[src/rtl/vfx_pkg.sv]
// Shared constants and types for the per-function address walker.
// Assumes 48-bit host and guest spaces, 64-bit upper entries, 32-bit leaves.
package vfx_pkg;
    localparam int HAW         = 48;   // host address width
    localparam int GAW         = 48;   // guest address width
    localparam int FID_W       = 8;    // function number width at the port
    localparam int NUM_FN      = 64;   // directory entries (function 0 unused)
    localparam int MID_LSB     = 35;   // lowest guest bit of the middle index
    localparam int LEAF_LSB    = 21;   // lowest guest bit of the leaf index
    localparam int ENTRY_W     = 64;   // width of an upper-level entry
    localparam int PTR_LO      = 4;    // next-table pointer field, low bit
    localparam int PTR_HI      = 35;   // next-table pointer field, high bit
    localparam int PTR_SHIFT   = 16;   // pointer granule: 64 KB
    localparam int PAGE_LO     = 5;    // host page field, low bit
    localparam int PAGE_HI     = 31;   // host page field, high bit
    localparam int UP_STRIDE   = 3;    // log2 bytes per upper entry
    localparam int LEAF_STRIDE = 2;    // log2 bytes per leaf entry
    localparam int UP_VBIT     = 0;    // valid flag of an upper entry
    localparam int LEAF_VBIT   = 0;    // valid flag of a leaf entry

    // Walk level currently being fetched
    typedef enum logic [1:0] {
        LVL_ROOT = 2'd0,
        LVL_MID  = 2'd1,
        LVL_LEAF = 2'd2
    } lvl_e;

    // Result cause codes seen on rsp_cause
    typedef enum logic [2:0] {
        CAUSE_NONE    = 3'd0,
        CAUSE_BAD_FID = 3'd1,
        CAUSE_ROOT    = 3'd2,
        CAUSE_MID     = 3'd3,
        CAUSE_LEAF    = 3'd4
    } cause_e;

    // Walker control states
    typedef enum logic [1:0] {
        ST_IDLE  = 2'd0,
        ST_ISSUE = 2'd1,
        ST_WAIT  = 2'd2,
        ST_DONE  = 2'd3
    } st_e;
endpackage

[src/rtl/vfx_addr_gen.sv]
// Entry address generator: forms the byte address and access size of the
// entry fetched at the current level. Purely combinational.
// Assumes table bases are aligned so that base + index*stride never carries
// out of the address width.
module vfx_addr_gen
    import vfx_pkg::*;
#(
    parameter int P_HAW         = HAW,
    parameter int P_FID_W       = FID_W,
    parameter int P_MID_IDX_W   = GAW - MID_LSB,
    parameter int P_LEAF_IDX_W  = MID_LSB - LEAF_LSB,
    parameter int P_UP_STRIDE   = UP_STRIDE,
    parameter int P_LEAF_STRIDE = LEAF_STRIDE
) (
    input  lvl_e                    lvl,
    input  logic [P_HAW-1:0]        dir_base,
    input  logic [P_HAW-1:0]        tbl_base,
    input  logic [P_FID_W-1:0]      fid,
    input  logic [P_MID_IDX_W-1:0]  mid_idx,
    input  logic [P_LEAF_IDX_W-1:0] leaf_idx,
    output logic [P_HAW-1:0]        addr,
    output logic                    size8
);
    logic [P_HAW-1:0] root_off;
    logic [P_HAW-1:0] mid_off;
    logic [P_HAW-1:0] leaf_off;

    // Scale each index by its entry size
    always_comb begin
        root_off = P_HAW'(fid)      << P_UP_STRIDE;
        mid_off  = P_HAW'(mid_idx)  << P_UP_STRIDE;
        leaf_off = P_HAW'(leaf_idx) << P_LEAF_STRIDE;
    end

    // Select base, offset and size by level
    always_comb begin
        case (lvl)
            LVL_ROOT: begin addr = dir_base + root_off; size8 = 1'b1; end
            LVL_MID:  begin addr = tbl_base + mid_off;  size8 = 1'b1; end
            LVL_LEAF: begin addr = tbl_base + leaf_off; size8 = 1'b0; end
            default:  begin addr = tbl_base;            size8 = 1'b1; end
        endcase
    end
endmodule

[src/rtl/vfx_entry_dec.sv]
// Entry decoder: extracts the valid flag, the next table base and the host
// page number from a fetched word. Reserved bits are never looked at.
// Assumes the leaf entry occupies the low 32 bits of the read data.
module vfx_entry_dec
    import vfx_pkg::*;
#(
    parameter int P_HAW       = HAW,
    parameter int P_ENTRY_W   = ENTRY_W,
    parameter int P_PTR_LO    = PTR_LO,
    parameter int P_PTR_HI    = PTR_HI,
    parameter int P_PTR_SHIFT = PTR_SHIFT,
    parameter int P_PAGE_LO   = PAGE_LO,
    parameter int P_PAGE_HI   = PAGE_HI,
    parameter int P_UP_VBIT   = UP_VBIT,
    parameter int P_LEAF_VBIT = LEAF_VBIT,
    localparam int PTR_W      = P_PTR_HI - P_PTR_LO + 1,
    localparam int PAGE_W     = P_PAGE_HI - P_PAGE_LO + 1
) (
    input  lvl_e                 lvl,
    input  logic [P_ENTRY_W-1:0] data,
    output logic                 valid,
    output logic [P_HAW-1:0]     next_base,
    output logic [PAGE_W-1:0]    page
);
    logic [PTR_W-1:0] ptr_field;

    // Valid flag position depends on the entry format of the level
    always_comb valid = (lvl == LVL_LEAF) ? data[P_LEAF_VBIT] : data[P_UP_VBIT];

    // Next table base: pointer field scaled to the 64 KB granule
    always_comb begin
        ptr_field = data[P_PTR_HI:P_PTR_LO];
        next_base = P_HAW'({ptr_field, {P_PTR_SHIFT{1'b0}}});
    end

    // Host page number from the low word
    always_comb page = data[P_PAGE_HI:P_PAGE_LO];
endmodule

[src/rtl/vf_xlat_walker.sv]
// Per-function three-level address walker (top).
// Takes one request at a time, fetches directory, middle and leaf entries in
// order over a single-outstanding read port and holds the result until
// acknowledged. Assumes dir_base is stable while a walk is in progress and
// that the memory returns exactly one response per accepted read.
module vf_xlat_walker
    import vfx_pkg::*;
#(
    parameter int P_HAW      = HAW,
    parameter int P_GAW      = GAW,
    parameter int P_FID_W    = FID_W,
    parameter int P_NUM_FN   = NUM_FN,
    parameter int P_MID_LSB  = MID_LSB,
    parameter int P_LEAF_LSB = LEAF_LSB,
    parameter int P_ENTRY_W  = ENTRY_W,
    localparam int MID_IDX_W  = P_GAW - P_MID_LSB,
    localparam int LEAF_IDX_W = P_MID_LSB - P_LEAF_LSB,
    localparam int PAGE_W     = PAGE_HI - PAGE_LO + 1
) (
    input  logic                 clk,
    input  logic                 rst_n,
    input  logic [P_HAW-1:0]     dir_base,
    input  logic                 req_valid,
    output logic                 req_ready,
    input  logic [P_FID_W-1:0]   req_fid,
    input  logic [P_GAW-1:0]     req_gaddr,
    output logic                 rsp_valid,
    input  logic                 rsp_ack,
    output logic                 rsp_fault,
    output logic [2:0]           rsp_cause,
    output logic [P_HAW-1:0]     rsp_haddr,
    output logic                 mem_req_valid,
    input  logic                 mem_req_ready,
    output logic [P_HAW-1:0]     mem_req_addr,
    output logic                 mem_req_size,
    input  logic                 mem_rsp_valid,
    input  logic [P_ENTRY_W-1:0] mem_rsp_data
);
    st_e                state_q;
    lvl_e               lvl_q;
    logic [P_FID_W-1:0] fid_q;
    logic [P_GAW-1:0]   gaddr_q;
    logic [P_HAW-1:0]   base_q;
    logic [P_HAW-1:0]   haddr_q;
    cause_e             cause_q;
    logic               fid_bad;
    logic               ent_valid;
    logic [P_HAW-1:0]   ent_base;
    logic [PAGE_W-1:0]  ent_page;
    cause_e             lvl_cause;

    // Function number range check; the upper bound vanishes when it cannot be exceeded
    if (P_NUM_FN >= (1 << P_FID_W)) begin : g_fid_full
        assign fid_bad = (req_fid == '0);
    end else begin : g_fid_bounded
        assign fid_bad = (req_fid == '0) || (req_fid >= P_FID_W'(P_NUM_FN));
    end

    // Address of the entry for the current level
    vfx_addr_gen #(
        .P_HAW        (P_HAW),
        .P_FID_W      (P_FID_W),
        .P_MID_IDX_W  (MID_IDX_W),
        .P_LEAF_IDX_W (LEAF_IDX_W)
    ) u_addr (
        .lvl      (lvl_q),
        .dir_base (dir_base),
        .tbl_base (base_q),
        .fid      (fid_q),
        .mid_idx  (gaddr_q[P_GAW-1:P_MID_LSB]),
        .leaf_idx (gaddr_q[P_MID_LSB-1:P_LEAF_LSB]),
        .addr     (mem_req_addr),
        .size8    (mem_req_size)
    );

    // Decode of the word returned by memory
    vfx_entry_dec #(
        .P_HAW     (P_HAW),
        .P_ENTRY_W (P_ENTRY_W)
    ) u_dec (
        .lvl       (lvl_q),
        .data      (mem_rsp_data),
        .valid     (ent_valid),
        .next_base (ent_base),
        .page      (ent_page)
    );

    // Fault cause reported if the current level's entry is not valid
    always_comb begin
        case (lvl_q)
            LVL_ROOT: lvl_cause = CAUSE_ROOT;
            LVL_MID:  lvl_cause = CAUSE_MID;
            default:  lvl_cause = CAUSE_LEAF;
        endcase
    end

    // Walk sequencing: accept, issue, wait, advance or finish, hold result
    always_ff @(posedge clk) begin
        if (!rst_n) begin
            state_q <= ST_IDLE;
            lvl_q   <= LVL_ROOT;
            fid_q   <= '0;
            gaddr_q <= '0;
            base_q  <= '0;
            haddr_q <= '0;
            cause_q <= CAUSE_NONE;
        end else begin
            case (state_q)
                ST_IDLE: begin
                    if (req_valid) begin
                        fid_q   <= req_fid;
                        gaddr_q <= req_gaddr;
                        lvl_q   <= LVL_ROOT;
                        if (fid_bad) begin
                            haddr_q <= '0;
                            cause_q <= CAUSE_BAD_FID;
                            state_q <= ST_DONE;
                        end else begin
                            state_q <= ST_ISSUE;
                        end
                    end
                end
                ST_ISSUE: begin
                    if (mem_req_ready) state_q <= ST_WAIT;
                end
                ST_WAIT: begin
                    if (mem_rsp_valid) begin
                        if (!ent_valid) begin
                            haddr_q <= '0;
                            cause_q <= lvl_cause;
                            state_q <= ST_DONE;
                        end else if (lvl_q == LVL_LEAF) begin
                            haddr_q <= P_HAW'({ent_page, gaddr_q[P_LEAF_LSB-1:0]});
                            cause_q <= CAUSE_NONE;
                            state_q <= ST_DONE;
                        end else begin
                            base_q  <= ent_base;
                            lvl_q   <= (lvl_q == LVL_ROOT) ? LVL_MID : LVL_LEAF;
                            state_q <= ST_ISSUE;
                        end
                    end
                end
                default: begin
                    if (rsp_ack) state_q <= ST_IDLE;
                end
            endcase
        end
    end

    // Port views of the control state
    always_comb begin
        req_ready     = (state_q == ST_IDLE);
        mem_req_valid = (state_q == ST_ISSUE);
        rsp_valid     = (state_q == ST_DONE);
        rsp_fault     = (cause_q != CAUSE_NONE);
        rsp_cause     = cause_q;
        rsp_haddr     = haddr_q;
    end

    // Checker-side record of a read that has been accepted but not answered
    logic rd_open_q;
    always_ff @(posedge clk) begin
        if (!rst_n)                              rd_open_q <= 1'b0;
        else if (mem_req_valid && mem_req_ready) rd_open_q <= 1'b1;
        else if (mem_rsp_valid)                  rd_open_q <= 1'b0;
    end

    assert_accept_busy_R1: assert property (@(posedge clk) disable iff (!rst_n)
        (req_valid && req_ready) |=> !req_ready);

    assert_badfid_direct_R2: assert property (@(posedge clk) disable iff (!rst_n)
        (req_valid && req_ready && fid_bad) |=> (rsp_valid && rsp_cause == CAUSE_BAD_FID));

    assert_root_size_R3: assert property (@(posedge clk) disable iff (!rst_n)
        (mem_req_valid && lvl_q == LVL_ROOT) |-> mem_req_size);

    assert_leaf_size_R5: assert property (@(posedge clk) disable iff (!rst_n)
        (mem_req_valid && lvl_q == LVL_LEAF) |-> !mem_req_size);

    assert_fault_zero_R7: assert property (@(posedge clk) disable iff (!rst_n)
        (rsp_valid && rsp_fault) |-> (rsp_haddr == '0));

    assert_rsp_hold_R9: assert property (@(posedge clk) disable iff (!rst_n)
        (rsp_valid && !rsp_ack) |=> (rsp_valid && $stable(rsp_haddr) && $stable(rsp_cause)));

    assert_memreq_stable_R10: assert property (@(posedge clk) disable iff (!rst_n)
        (mem_req_valid && !mem_req_ready) |=>
            (mem_req_valid && $stable(mem_req_addr) && $stable(mem_req_size)));

    assert_single_read_R11: assert property (@(posedge clk) disable iff (!rst_n)
        rd_open_q |-> !mem_req_valid);
endmodule

[config.mk]
export PLATFORM = sky130hd
export DESIGN_NAME = vf_xlat_walker
export DESIGN_NICKNAME = d
export VERILOG_FILES = /design/src/rtl/vfx_pkg.sv /design/src/rtl/vfx_addr_gen.sv /design/src/rtl/vfx_entry_dec.sv /design/src/rtl/vf_xlat_walker.sv
export SDC_FILE = /design/constraint.sdc
export NUM_CORES = 1
export LEC_CHECK = 0
export ABC_CLOCK_PERIOD_IN_PS = 3200
export BUFFER_PORTS_ARGS = -buffer_cell sky130_fd_sc_hd__buf_4
export CAP_MARGIN = 0
export CORE_ASPECT_RATIO = 1.2
export CORE_MARGIN = 8
export CORE_UTILIZATION = 50
export CTS_CLUSTER_DIAMETER = 30
export DETAILED_ROUTE_END_ITERATION = 10
export HOLD_SLACK_MARGIN = 0.1
export PLACE_DENSITY = 0.91
export SLEW_MARGIN = 25
export SYNTH_ARGS = -nofsm -noshare
export SYNTH_HDL_FRONTEND = slang
export SYNTH_SLANG_ARGS = --single-unit
[constraint.sdc]
create_clock -name clk -period 3.2 [get_ports clk]
set_clock_uncertainty 0.15 [all_clocks]
set_input_delay 0.48 -clock clk [delete_from_list [all_inputs] [get_ports clk]]
set_output_delay 0.48 -clock clk [all_outputs]
set_load 0.03 [all_outputs]
==> flow_summary.yaml <==
worst_setup_path:
  critPathKind: "reg2out"
  timing.rr.start: "state_q[0]$_SDFFE_PN0P_"
  cp_data_required_time_ns: 2.57
  cp_max_fo: 3
  startpoint: "fid_q[1]$_SDFFE_PN0P_"
  ff2ff_path_depth: 9
  crit_arrival_ns: 2.62
  worstSetupStartpointType: "register"
  cp-end-kind: "primary output"
power:
  leakagePower_nw: 4.079
  switching_share: 0.3698
  comb_power_share: 0.359
  power_density_mw_per_mm2: 605.2
  clockPowerShare: 0.303
  seqPwrFrac: 0.338
  switchingPower_w: 0.002286
  total_power_w: 0.006183
  internal_power_w: 0.003897
  peakVddDrop_uv: 426.9
sta:
  relSlewSlack: 0.5757
  fmax_mhz: 307.4
  slew_violations: 0
  period_share: 1.017
  finalSetupViolations: 2
  layout_setup_ws_ns: -0.05317
  hold_violations: 0
  rsz0062_at_grt: "true"
  post-route-min-period_ns: 3.253
  worst_pin_slew_ns: 0.6364
cells_and_area:
  multi_input_area_sq_mm: 0.004337
  layout-drive-gt1-share: 0.3085
  num-nets-final: 1359
  final-seq-area_sq_mm: 0.002867
  area_delta_synth_final_pct: 41.40
  diodes: 0
  final_cell_count_no_fill: 1358
  final_area_sq_mm: 0.01022
  num-fill-cells: 1051
yosys:
  yosys.area_share.adder: 0.02355
  synth_top_family_by_area: "simple AND/OR/NAND/NOR gates"
  syn_avg_cell_area_sq_um: 7.745
  synth_seq_cells: 143
  ys_top_cells_by_area: "dfxtp_1 (40%), a21boi_0 (14%), nand2_1 (14%)"
  synth_xor_area_frac: 0.04364
  synth_simple_gate_area_frac: 0.2590
  muxShareOfSynthArea: 0.01160
  syn_inst: 933
  synth_edf_count: 0
  synth_top_area_cell: "dfxtp_1"
  synth_compound_area_frac: 0.2270
  yosysTopAreaCellShare: 0.3962
  synth_nets: 1120
  synthArstFlopShare: 0
  synth-main-ff-cell: "dfxtp_1"
  yosysMostFrequentCell: "nand2_1"
  netlist_area_sq_mm: 0.007226
  yosysSeqAreaShare: 0.3962
  synth_cell_types: 48
  synth_common_cells: "nand2_1 (275), dfxtp_1 (143), a21boi_0 (138), nand3_1 (66), clkbuf_1 (54)"
  yosysWarnings: 0
floorplan:
  start_util: 0.5076
  die_w_um: 125.7
  die_h_um: 147.7
  die_area_sq_mm: 0.01857
  core-area_sq_mm: 0.01423
  io_pins: 278
  rows: 48
route:
  drt_iter0_markers: 593
  dr_total_vias: 7696
  drc_errors: 0
  avgRoutedWirePerCell_um: 18.87
  via_per_inst: 5.667
  postRouteAntennaNets: 0
  routed_wl_um: 25620
  drt-pass1-iter-count: 5
global_route:
  grt_pass1_vias: 7496
  track_usage: 0.2577
  antenna_found_initial: 0
  grt_max_degree: 75
  grt-ovfl-total: 0
  grt_pass1_wl_um: 38710
place:
  place_area_sq_mm: 0.009270
  port_buffers: 246
  dp_hpwl_um: 17600
  gp_congestion: 0.9051
  dp.cells: 1315
clock_network:
  h-tree-depth: 4
  cts_tree: "yes"
  cts_root_buf: "clkbuf_16"
  numClockSinks: 143
  path_clk_slew_ns: 0.06
  cts-buffers-inserted: 17
  clkLatencyLatePin_ns: 0.41
  cts_hold_buf: 0
  clk_path_buf_depth: 2
worst_hold_path:
  worstHoldPathType: "in2reg"
  holdPathStages: 3
  min_from: "req_gaddr[15]"
run_status:
  violations: "setup timing"
  status: "finished with violations"
run:
  cap_violations: 0
-- per-layer routing --
metal,GRT usage,vias to the layer above,wire length (um)
met3,0.07063,91,2134
li1,-,3652,-
met2,0.4290,370,12560
met5,0,-,0
met4,0.1531,0,1353
met1,0.2911,3583,9575
-- layout by cell type (no fill, tap or decap), types with 8 or more instances in the layout --
cell type	instances
buf_4	272
and3_1	12
nor2_1	22
nand3_1	59
buf_6	12
a21boi_0	138
nand2_1	272
nand3_2	8
xor2_1	26
clkbuf_16	17
dfxtp_1	140
nand4_1	12
o21ai_0	17
o21ai_1	28
-- cells by family after synthesis --
family	Yosys count
buffers and inverters	73
flip-flops	143
adder cells (fa/ha/maj)	13
XOR/XNOR	36
AND/OR/NAND/NOR	425
AO/OA/AOI/OAI	235
multiplexers	8
-- path summary, 6_finish.rpt --
kind	slack (ns)	endpoint
max	-0.05	mem_req_addr[46]
min	0.17	gaddr_q[15]$_SDFFE_PN0P_
max reg2reg	0.52	rsp_haddr[34]$_SDFFE_PN0P_
min reg2reg	0.31	gaddr_q[30]$_SDFFE_PN0P_
-- layout make-up --
type | instances | share of cell area
clock buffers | 18 | 0.04200
clock inverters | 12 | 0.01200
inverters | 7 | 0.002572
multi-input cells | 717 | 0.4244
flip-flops and latches | 143 | 0.2806
well taps | 175 | 0.02143
repair buffers | 286 | 0.2170
-- what timing repair did --
| action | 4_1_cts | 5_1_grt |
|---|---|---|
| resized for setup | 14 | 49 |
| endpoints found under the setup margin | 17 | 33 |
| buffers inserted | 7 | 5 |
| gates cloned | 1 | 1 |
| pin swaps | 6 | 34 |
-- worst max-delay path, cell delays in order (launching register included) --
cell and delay (ns):
dfxtp_2 0.33, ha_4 0.26, a21oi_2 0.05, nand4b_1 0.26, a21oi_4 0.26, buf_6 0.15, o2111ai_2 0.11, or3_1 0.39
a31oi_1 0.21, buf_4 0.19
-- power groups by stage --
stage	sequential (W)	clock, W	combinational, W
finish	0.00209	0.00187	0.00222
global route	0.00211	0.00198	0.00237
CTS	0.00208	0.00190	0.00211
detailed placement	0.00211	0	0.00206
global placement	0.00210	0	0.00204
floorplan	0.00214	0	0.00125
-- flip-flops by register name, indices dropped and copies added, names as in the netlist --
name	cells
base_q	32
fid_q	8
state_q	2
rsp_haddr	48
rsp_cause	3
lvl_q	2
gaddr_q	48
-- per-stage QoR --
stage	hold slack [ns]	TNS (ns)	setup WS, ns	util
6_report	0.1716	-0.05358	-0.05317	0.7178
5_1_grt	0.1618	-0.8914	-0.1242	0.7178
4_1_cts	0.1620	0	0.0008280	0.6997
3_5_place_dp	0.3029	-0.2459	-0.1092	0.6513
3_3_place_gp	0.2988	-0.1048	-0.07653	0.6513
2_1_floorplan	0.2892	0	0.06849	-
Note: power is estimated with default switching activity, not from simulation.
